--- src/rtl/ea_gen.sv ---
`timescale 1ns/1ps
module ea_gen (
  input  logic        clk,
  input  logic        rst_n,
  input  logic        start,
  input  logic [3:0]  mode,
  input  logic [15:0] pc,
  input  logic [7:0]  opnd_lo,
  input  logic [7:0]  opnd_hi,
  input  logic [7:0]  idx_x,
  input  logic [7:0]  idx_y,
  input  logic        take_branch,
  output logic        rd_req,
  output logic [15:0] rd_addr,
  input  logic [7:0]  rd_data,
  output logic        done,
  output logic [15:0] ea,
  output logic [15:0] next_pc,
  output logic [1:0]  opnd_bytes,
  output logic [2:0]  base_cycles
);
  localparam logic [3:0] M_IMM = 4'd0, M_ZP = 4'd1, M_ZPX = 4'd2, M_ZPY = 4'd3,
                         M_REL = 4'd4, M_ABS = 4'd5, M_ABSX = 4'd6, M_ABSY = 4'd7,
                         M_INDX = 4'd8, M_INDY = 4'd9;

  typedef enum logic [1:0] {S_IDLE, S_PLO, S_PHI, S_WAIT} state_t;
  state_t st;

  logic [3:0]  mode_q;
  logic [7:0]  ptr_q, yadd_q, plo_q;
  logic [7:0]  zx, zy;
  logic [15:0] absw, dir_ea, pc_nx;
  logic [1:0]  nb;
  logic [2:0]  nc;
  logic        indirect;

  assign zx   = opnd_lo + idx_x;
  assign zy   = opnd_lo + idx_y;
  assign absw = {opnd_hi, opnd_lo};
  assign pc_nx = pc + {14'd0, nb};
  assign indirect = (mode == M_INDX) || (mode == M_INDY);

  always_comb begin
    nb = 2'd1;
    nc = 3'd2;
    dir_ea = pc;
    case (mode)
      M_IMM:  begin nb = 2'd1; nc = 3'd2; dir_ea = pc; end
      M_ZP:   begin nb = 2'd1; nc = 3'd3; dir_ea = {8'h00, opnd_lo}; end
      M_ZPX:  begin nb = 2'd1; nc = 3'd4; dir_ea = {8'h00, zx}; end
      M_ZPY:  begin nb = 2'd1; nc = 3'd4; dir_ea = {8'h00, zy}; end
      M_REL:  begin
        nb = 2'd1; nc = 3'd2;
        dir_ea = take_branch ? (pc + 16'd1 + {{8{opnd_lo[7]}}, opnd_lo}) : (pc + 16'd1);
      end
      M_ABS:  begin nb = 2'd2; nc = 3'd4; dir_ea = absw; end
      M_ABSX: begin nb = 2'd2; nc = 3'd4; dir_ea = absw + {8'h00, idx_x}; end
      M_ABSY: begin nb = 2'd2; nc = 3'd4; dir_ea = absw + {8'h00, idx_y}; end
      M_INDX: begin nb = 2'd1; nc = 3'd6; dir_ea = pc; end
      M_INDY: begin nb = 2'd1; nc = 3'd5; dir_ea = pc; end
      default: begin nb = 2'd0; nc = 3'd2; dir_ea = pc; end
    endcase
  end

  assign rd_req  = (st == S_PLO) || (st == S_PHI);
  assign rd_addr = {8'h00, (st == S_PHI) ? ptr_q + 8'd1 : ptr_q};

  always_ff @(posedge clk or negedge rst_n) begin
    if (!rst_n) begin
      st <= S_IDLE;
      done <= 1'b0;
      ea <= '0;
      next_pc <= '0;
      opnd_bytes <= '0;
      base_cycles <= '0;
      mode_q <= '0;
      ptr_q <= '0;
      yadd_q <= '0;
      plo_q <= '0;
    end else begin
      done <= 1'b0;
      case (st)
        S_IDLE: if (start) begin
          next_pc <= pc_nx;
          opnd_bytes <= nb;
          base_cycles <= nc;
          mode_q <= mode;
          if (indirect) begin
            ptr_q  <= (mode == M_INDX) ? zx : opnd_lo;
            yadd_q <= (mode == M_INDY) ? idx_y : 8'h00;
            st <= S_PLO;
          end else begin
            ea <= dir_ea;
            done <= 1'b1;
          end
        end
        S_PLO: st <= S_PHI;
        S_PHI: begin
          plo_q <= rd_data;
          st <= S_WAIT;
        end
        S_WAIT: begin
          ea <= {rd_data, plo_q} + {8'h00, yadd_q};
          done <= 1'b1;
          st <= S_IDLE;
        end
        default: st <= S_IDLE;
      endcase
    end
  end

  // no result while the pointer fetch is busy
  a_r10_quiet_busy: assert property (@(posedge clk) disable iff (!rst_n)
    (st != S_IDLE) |-> !done);
  // pointer reads come as a back-to-back pair
  a_r10_read_pair: assert property (@(posedge clk) disable iff (!rst_n)
    $rose(rd_req) |=> rd_req);
  // high pointer byte address follows the low one within page zero
  a_r5_ptr_wrap: assert property (@(posedge clk) disable iff (!rst_n)
    (st == S_PHI) |-> (rd_addr[7:0] == $past(rd_addr[7:0]) + 8'd1));
  // a busy-time start leaves the captured request untouched
  a_r11_busy_ignore: assert property (@(posedge clk) disable iff (!rst_n)
    (st != S_IDLE) |=> $stable(next_pc) && $stable(mode_q));
  // zero page results stay in page zero
  a_r3_zp_page: assert property (@(posedge clk) disable iff (!rst_n)
    (done && (mode_q == M_ZP || mode_q == M_ZPX || mode_q == M_ZPY)) |-> (ea[15:8] == 8'h00));
  // absolute modes consume two operand bytes
  a_r4_abs_bytes: assert property (@(posedge clk) disable iff (!rst_n)
    (done && (mode_q == M_ABS || mode_q == M_ABSX || mode_q == M_ABSY)) |-> (opnd_bytes == 2'd2));
endmodule

--- config.mk ---
export PLATFORM = sky130hd
export DESIGN_NAME = ea_gen
export DESIGN_NICKNAME = d
export VERILOG_FILES = /design/src/rtl/ea_gen.sv
export SDC_FILE = /design/constraint.sdc
export NUM_CORES = 1
export LEC_CHECK = 0
export ABC_AREA = 1
export BUFFER_PORTS_ARGS = -buffer_cell sky130_fd_sc_hd__buf_2
export CAP_MARGIN = 5
export CORE_MARGIN = 3
export CORE_UTILIZATION = 50
export DETAILED_ROUTE_END_ITERATION = 7
export PLACE_DENSITY = 0.74
export SYNTH_ARGS = -nofsm -noshare
export SYNTH_HDL_FRONTEND = slang
export SYNTH_SLANG_ARGS = --single-unit
--- constraint.sdc ---
create_clock -name clk -period 3.2 [get_ports clk]
set_input_delay 0.8 -clock clk [delete_from_list [all_inputs] [get_ports clk]]
set_output_delay 0.8 -clock clk [all_outputs]
set_load 0.01 [all_outputs]
**Yosys cells after proc, flatten, opt, wreduce, memory -nomap -nowiden**

Index checks and enable logic that the tools add are counted.

- Bits of input ports: 64
- Register bits: 64

- Equal/unequal tests: 15
- Multiplexer cells: 16
- $add $sub $neg: 9
- Reductions and logical operators: 12

Operator list:

| kind | number |
|---|---|
| one-hot mux 16 bit (7 select lines) | 1 |
| adder 16 x 8 -> 16 bit | 3 |
| two-way mux 16 bit | 3 |
| one-hot mux 16 bit (2 select lines) | 1 |
| two-way mux 8 bit | 3 |
| adder 16 x 1 -> 16 bit, second input constant | 1 |
| adder 16 bit | 1 |
| adder 16 x 2 -> 16 bit | 1 |
| adder 8 bit | 2 |
| equality test 4 x 3 -> 1 bit, second input constant | 4 |
| one-hot mux 3 bit (4 select lines) | 1 |
| adder 8 x 1 -> 8 bit, second input constant | 1 |
| equality test 4 x 2 -> 1 bit, second input constant | 2 |
| equality test 4 bit, second input constant | 2 |
| one-hot mux 2 bit (4 select lines) | 1 |
| OR reduction 7 bit | 1 |
| != test 2 bit, second input constant | 3 |
| AND reduction 3 bit | 2 |
| OR reduction 5 bit | 1 |
| equality test 2 bit, second input constant | 2 |
| equality test 4 x 1 -> 1 bit, second input constant | 1 |
| zero test 4 bit | 1 |
| two-way mux 2 bit | 2 |
| one-hot mux 2 bit (2 select lines) | 1 |
| other kinds (8) | 11 |

**Depth between registers and ports, before layout**

Gate-level depths: netlist of run 1.

- Word-level depth: 7
- Mapped depth: 25
- Mapped depth without buffers: 24

**Worst setup path before layout of run 1**

No wires, ideal clock.

- Path kind: input-to-reg
- Start: input mode[3]
- End: register ea[10]
- Setup time: 0.117 ns
- Required time: 3.083 ns
- Buffers on the path: 1
- Cell stages on the path: 25
- Setup slack: -0.150 ns
- Arrival time: 3.234 ns
- Cell sequence: inv_1 -> nand2_1 -> nor2_1 -> buf_4 -> nand2_2 -> mux2_2 -> ha_1 -> inv_1 -> fa_1 -> inv_1 -> nand3_1 -> nand2_1 -> nand2_1 -> nand2_1 -> nand2_1 -> nand2_1 -> nand2_1 -> nand3_1 -> nand3_1 -> inv_1 -> nand2_1 -> nand2_1 -> nand2_1 -> nand2_1 -> nand2_1

- Cells in the longest elaborated chain, start to end: 5
- Elaborated cells between the ends (all ways): 16
- Those cells by class: 10 x eq/ne; 4 x mux; 2 x reduce/logical

Ends and longest elaborated chain:

| what | RTL line | text |
|---|---|---|
| start, declared | 6 | `input logic [3:0] mode,` |
| equality test 4 x 3 -> 1 bit (tied with other cells) | 47 | `case (mode)` |
| one-hot mux 16 bit (7 select lines) | 47 |  |
| two-way mux 16 bit | 88 | `if (indirect) begin` |
| two-way mux 16 bit | 83 | `S_IDLE: if (start) begin` |
| one-hot mux 16 bit (2 select lines) | 82 | `case (st)` |
| end signal, assigned | 93 | `ea <= dir_ea;` |
| end signal, assigned | 103 | `ea <= {rd_data, plo_q} + {8'h00, yadd_q};` |
| end, declared | 17 | `output logic [15:0] ea,` |

Parallel ways exist; a longest one is shown, timed or not. The select of a mux whose other input is x is not followed.
A chain may end at the register's enable or synchronous reset.

**Worst setup path in the final report of run 1**

- Start: input mode[3]
- End: register ea[12]

The elaborated chain is that of the path after synthesis.

==> out/summary.log, run 1 <==
qor: setup_path.setup.worst_path.class input pin to flip-flop
qor: cells_and_area.mostFrequentLayoutCells 282 x nand2_1, 146 x inv_1, 110 x buf_2
qor: flow_run.timing.max_cap.violations 0
qor: clocking.cts-root-buf clkbuf_16
qor: floorplan.num_rows 42
qor: timing.rsz0062_at_grt yes
qor: floorplan.number_of_primary_i_o_pins 119
qor: clocking.cts.hold.buffers_added 0
qor: timing.timing.final.crit_period 3.047 ns
qor: synthesis.ys_ff_latch 64
qor: routing.via_per_instance_ratio 5.524
qor: timing.timing.setup.tns 0 ns
qor: cells_and_area.n_antenna_cell 0
qor: routing.wirelength 23090 microns
qor: routing.drt_first_pass_iters 6
qor: synthesis.post_synth_instance_area 0.006958 sq mm
qor: setup_path.cp.required 3.46 ns
qor: synthesis.ys.flop_type dfrtp_1
qor: floorplan.start_util 0.5192
qor: cells_and_area.layout.cells.most_common nand2_1
qor: setup_path.cp_data_arrival_time 3.30 ns
qor: grt.global_route.usage.total 0.2934
qor: timing.tightest_slew 0.7583 ns
qor: timing.timing.final.hold_violations 0
qor: status.outcome completed
qor: clocking.tritoncts yes
qor: cells_and_area.final_layout_size_suffix_gt1_frac 0.2078
qor: placement.gp_congestion 0.9519
qor: routing.vias 8043
qor: cells_and_area.fill_cells 1269
qor: grt.grt_start_max_net_pins 42
qor: placement.io_buffer_count 110
qor: clocking.htreeDepth 3
qor: power.irDropWorstVdd 0.2968 mV
qor: routing.route.detailed.wl_per_inst 15.86 microns
qor: timing.max_freq 328.2 MHz
qor: setup_path.critPathCaptureType flip-flop
qor: synthesis.syn_area_per_cell 6.354 sq um
qor: timing.setup_viol_count_final 0
qor: placement.dp_hpwl 18690 microns
qor: timing.fin_skew 0.006913 ns
qor: power.fin_total_pwr 4.935 mW
qor: synthesis.post_synth_arst_share 1.000
qor: synthesis.syn-instance-count 1095
qor: grt.overflow 0
qor: synthesis.ys_types 45
qor: power.pwr_density_cell 568.5 mW/mm^2
qor: routing.drt_drc 0
qor: timing.post-route-period-util 0.9521
qor: floorplan.die_area 0.01537 sq mm
qor: clocking.clk_path_buf_depth 2
qor: placement.place_ws -0.2235 ns
qor: routing.final_antenna_net_count 0
qor: routing.detailedRoute.firstIterationViolations 833
qor: timing.hold-worst-slack 0.4743 ns
qor: synthesis.synth_edf_count 0
qor: floorplan.core_region_area 0.01340 sq mm
qor: timing.worst_slew_margin_rel 0.4944
qor: placement.place_inst 1440
qor: setup_path.cp-start-kind input pin
qor: synthesis.synth_sequential_area_ratio 0.2302
qor: cells_and_area.synthToLayoutAreaGrowth 24.74%
qor: floorplan.die-width 124.0 microns
qor: clocking.cts.sink_count 64
qor: grt.initial_antenna_violation_count 0
qor: grt.grt_pass1_vias 7207
qor: clocking.number_of_clock_buffers_inserted_by_tritoncts 9
qor: clocking.clock_insertion_delay_worst_skew 0.33 ns
qor: timing.count_of_pins_over_their_slew_limit 0
qor: grt.grt_pass1_wl 35470 microns
qor: cells_and_area.finalNetCount 1401
qor: hold_path.hold_class flip-flop to flip-flop
qor: setup_path.worstPathMaxFanout 5
qor: power.power.static_leakage 4.695 nW
qor: timing.finalWorstSetupSlack 0.1534 ns
qor: synthesis.ys_warn_count 0
qor: floorplan.die_height 124.0 microns
qor: cells_and_area.post_layout_nonfiller_instances 1456
qor: clocking.clk_transition_reported_paths 0.05 ns
==> repair_timing <==
action,in CTS,in global routing
resized for setup,0,37
endpoints found under the setup margin,0,13
buffers inserted,0,1
hold endpoints to repair,0,0
==> layer usage <==
layer  GRT usage  up-vias  part of all wire
met1      0.4132     3669              0.44
li1            -     3944                 -
met2      0.4701      377              0.45
met4     0.07940        0             0.025
met3     0.04405       53             0.084
met5           0        -                 0
==> worst paths after layout <==
kind                             from         end  slack [ns]  depth (start not counted)
setup / recovery              mode[3]      ea[12]        0.15                         20
max in group asynchronous       rst_n   yadd_q[2]        2.01                          2
min in group asynchronous       rst_n  next_pc[5]        0.55                          1
hold / removal             next_pc[2]  next_pc[2]        0.47                          2
hold reg to reg            next_pc[2]  next_pc[2]        0.47                          2
setup reg to reg             plo_q[0]      ea[14]        0.91                         14
==> final cells by class <==
cell class / instances / area, sq um / share of cell area
Clock buffer: 12 / 256.5 / 0.02955
Clock inverter: 3 / 17.52 / 0.002018
Inverter: 151 / 570.5 / 0.06573
Multi-Input combinational cell: 856 / 4816 / 0.5549
Sequential cell: 64 / 1602 / 0.1845
Tap cell: 176 / 220.2 / 0.02537
Timing Repair Buffer: 194 / 1197 / 0.1380
==> flip-flops by register name (all words and copies together), names as in the netlist <==
signal	cells
st	2
ea	16
done	1
next_pc	16
plo_q	8
opnd_bytes	2
ptr_q	8
yadd_q	8
base_cycles	3
==> cell usage after synthesis (all sizes together) (7+ instances only) <==
cell | number | share of area
nor3 | 13 | 0.011
nand4 | 17 | 0.015
buf | 20 | 0.019
o21ai | 80 | 0.058
dfrtp | 64 | 0.23
xnor2 | 9 | 0.011
nand2 | 291 | 0.16
a21oi | 86 | 0.062
mux2 | 7 | 0.011
a31oi | 14 | 0.013
xor2 | 28 | 0.036
clkbuf | 11 | 0.0059
ha | 55 | 0.099
nor2 | 105 | 0.060
nand3 | 104 | 0.075
inv | 149 | 0.080
==> through the flow <==
stage          instance area (sq um)  utilization
2_1_floorplan                   7002            -
3_3_place_gp                    8229       0.6141
6_report                        8680       0.6477
5_1_grt                         8680       0.6477
3_5_place_dp                    8229       0.6141
4_1_cts                         8503       0.6345
==> cells by family (layout without fill, tap and decap cells) <==
family          Yosys count  in the layout  synth area share
flops                    64             64            0.2302
simple gates            539            539            0.3287
fa+ha+maj                61             61            0.1162
other cells               1              8         0.0005390
xor+xnor                 37             37           0.04766
compound gates          204            204            0.1588
mux                       7              7           0.01133
buf+inv                 182            360            0.1066
==> critical path, stage by stage <==
cell	delay, ns
buf_2	0.12
clkinvlp_4	0.10
nand2_2	0.09
nor2_4	0.05
nand2_4	0.07
buf_4	0.14
mux2_2	0.35
ha_2	0.31
a21oi_2	0.16
nand2_2	0.07
buf_4	0.14
nand3_1	0.06
nand2_1	0.10
nand3_1	0.08
nand2_1	0.05
o21bai_1	0.22
inv_1	0.08
nand2_1	0.09
nand2_1	0.08
a21oi_1	0.12
==> power breakdown <==
group          internal, mW  leakage, nW  switching (mW)
clock                 0.559        0.134           0.357
combinational          1.01         3.79            1.58
sequential             1.18        0.770           0.261
(Power assumes the default switching activity.)
==> run 2, diff against run 1 <==
MAX_ROUTING_LAYER = met4   (was default)
==> run 2 against run 1 <==
  * Total power grew 4.8%
  * Register-to-register slack got worse by 0.30 ns
  * Maximum frequency rose by 0.88%
  * Worst setup slack better by 0.027 ns
  * Largest cell class unchanged
==> out/summary.log, run 2 (synthesis gave the netlist of run 1 again) <==
qor: setup_path.setup.worst_path.class input pin to flip-flop
qor: routing.wirelength 23280 microns [+0.82%]
qor: clocking.cts.sink_count 64 [unchanged]
qor: timing.tightest_slew 1.059 ns [+0.3008 ns]
qor: timing.post-route-period-util 0.9437 [-0.008316]
qor: cells_and_area.fill_cells 1302 [+2.6%]
qor: cells_and_area.layout.cells.most_common nand2_1
qor: power.pwr_density_cell 598.3 mW/mm^2 [+5.2%]
qor: routing.drt_drc 0 [unchanged]
qor: setup_path.cpPeakStageDelay 0.34 ns [about the same]
qor: clocking.cts.repair_timing.setup_buffer_count 0 [unchanged]
qor: setup_path.critPathCaptureType flip-flop
qor: floorplan.die_height 124.0 microns [unchanged]
qor: timing.count_of_pins_over_their_slew_limit 0 [unchanged]
qor: power.power.static_leakage 4.708 nW [+0.28%]
qor: routing.route.detailed.wl_per_inst 15.99 microns [+0.82%]
qor: clocking.clk_transition_reported_paths 0.05 ns [about the same]
qor: grt.grt_pass1_vias 7300 [+1.3%]
qor: timing.max_freq 331.1 MHz [+0.88%]
qor: setup_path.crit_path_cell_trace buf_2 -> ha_1 -> nand2_1 -> nor2_4 -> buf_4 -> xor2_1 -> inv_1 -> ha_1 -> buf_4 -> nand2_1 -> nor2_1 -> nand2_1 -> nand2_1 -> xnor2_1 -> nand2_1 -> nand3_1 -> nand3b_1 -> a21oi_1 -> nor2_1
qor: timing.timing.setup.tns 0 ns [unchanged]
qor: routing.detailedRoute.firstIterationViolations 754 [-9.5%]
qor: cells_and_area.mostFrequentLayoutCells 282 x nand2_1, 146 x inv_1, 110 x buf_2
qor: routing.final_antenna_net_count 0 [unchanged]
qor: floorplan.num_rows 42 [unchanged]
qor: cells_and_area.reg_top3 ea (16), next_pc (16)
qor: setup_path.crit_top_cell nand2_1
qor: grt.grt_pass1_wl 36450 microns [+2.8%]
qor: grt.global_route.usage.total 0.3107 [+0.01736]
qor: setup_path.cp.required 3.42 ns [-0.04 ns]
qor: floorplan.die_area 0.01537 sq mm [unchanged]
qor: setup_path.cp_data_arrival_time 3.24 ns [-0.06 ns]
qor: routing.via_per_instance_ratio 5.544 [+0.36%]
qor: clocking.clk_path_buf_depth 2 [unchanged]
qor: cells_and_area.post_layout_nonfiller_instances 1456 [unchanged]
qor: placement.post_dp_cell_area 0.008217 sq mm [-0.15%]
qor: floorplan.die-width 124.0 microns [unchanged]
qor: grt.overflow 0 [unchanged]
qor: cells_and_area.layout.core_utilization 0.6448 [-0.002894]
qor: clocking.clock_insertion_delay_worst_skew 0.34 ns [about the same]
qor: hold_path.hold_class input pin to async pin
qor: cells_and_area.finalNetCount 1400 [-0.071%]
qor: timing.setup_viol_count_final 0 [unchanged]
qor: setup_path.timing.critical_path.slowest_stage_cell ha_1
qor: grt.grt_start_max_net_pins 30 [-29%]
qor: setup_path.worstPathMaxFanout 4 [-1]
qor: clocking.number_of_clock_buffers_inserted_by_tritoncts 9 [unchanged]
qor: cells_and_area.final_layout_size_suffix_gt1_frac 0.1961 [-0.01172]
qor: timing.fin_skew 0.006675 ns [-0.0002381 ns]
qor: cells_and_area.final_cell_area 0.008641 sq mm [-0.45%]
qor: timing.timing.final.crit_period 3.020 ns [-0.02661 ns]
qor: placement.gp_congestion 1.019 [+7.1%]
qor: timing.timing.final.hold_violations 0 [unchanged]
qor: floorplan.core_region_area 0.01340 sq mm [unchanged]
qor: cells_and_area.synthToLayoutAreaGrowth 24.19%
qor: flow_run.timing.max_cap.violations 0 [unchanged]
qor: clocking.cts-root-buf clkbuf_16
qor: placement.place_inst 1440 [unchanged]
qor: routing.drt_first_pass_iters 5 [-1]
qor: timing.worst_slew_margin_rel 0.2938 [-0.2006]
qor: status.outcome completed
qor: placement.dp_hpwl 18710 microns [about the same]
qor: routing.vias 8072 [+0.36%]
qor: placement.io_buffer_count 110 [unchanged]
qor: cells_and_area.n_antenna_cell 0 [unchanged]
qor: power.irDropWorstVdd 0.3346 mV [+13%]
qor: floorplan.start_util 0.5192 [unchanged]
qor: clocking.tritoncts yes
qor: floorplan.number_of_primary_i_o_pins 119 [unchanged]
qor: clocking.htreeDepth 3 [unchanged]
qor: grt.initial_antenna_violation_count 0 [unchanged]
qor: setup_path.cp-start-kind input pin
run 2: area by class of cell:
type	count	area (sq um)	area share
multi-input cells	856	4728	0.5472
repair buffers	193	1174	0.1358
flip-flops and latches	64	1602	0.1853
well taps	176	220.2	0.02549
inverters	151	570.5	0.06603
clock inverters	5	103.9	0.01202
clock buffers	11	242.7	0.02809
run 2: through the flow:
stage	hold slack (ns)	setup slack (ns)	power, mW
2_1_floorplan	0.4817	0.01714	2.983
3_3_place_gp	0.4582	-0.1703	3.899
3_5_place_dp	0.4623	-0.1967	3.943
4_1_cts	0.4762	0.1430	5.134
5_1_grt	0.5059	-0.002425	5.567
6_report	0.4712	0.1800	5.170
run 2: worst max-delay path, delay by kind of cell:
family | cells | cell delay [ns]
AOI/OAI and AO/OA | 1 | 0.17
xor gates and xnor gates | 2 | 0.27
adders and majority gates | 2 | 0.55
buffers and inverters | 4 | 0.48
and+or+nand+nor | 10 | 0.96
run 2: metal layers:
metal / track usage / share of wire / routed length, microns
met4: 0.09035 / 0.020 / 467
met2: 0.4755 / 0.46 / 10660
met5: - / 0 / 0
met3: 0.04905 / 0.086 / 1991
met1: 0.4273 / 0.44 / 10160
run 2: final timing paths:
check                           startpoint           to  slack, ns  depth (start not counted)
worst max-delay path                 pc[0]        ea[8]       0.18                         19
worst min-delay path                 rst_n  next_pc[12]       0.47                          1
worst max register to register       st[1]       ea[15]       0.61                          6
worst min register to register  next_pc[2]   next_pc[2]       0.47                          2
max in group asynchronous            rst_n        ea[0]       1.95                          2
min in group clk                next_pc[2]   next_pc[2]       0.47                          2
run 2: power breakdown:
| part | leakage, nW | internal, mW | total [mW] | switching, mW |
|---|---|---|---|---|
| Sequential | 0.770 | 1.18 | 1.45 | 0.270 |
| Clock | 0.170 | 0.782 | 1.16 | 0.374 |
| Combinational | 3.77 | 0.997 | 2.57 | 1.57 |
run 2: timing repair:
item / CTS / global route
endpoints found under the hold margin: 0 / 0
hold buffers: 0 / 0
setup endpoints to repair: 0 / 9
gates resized for setup: 0 / 19
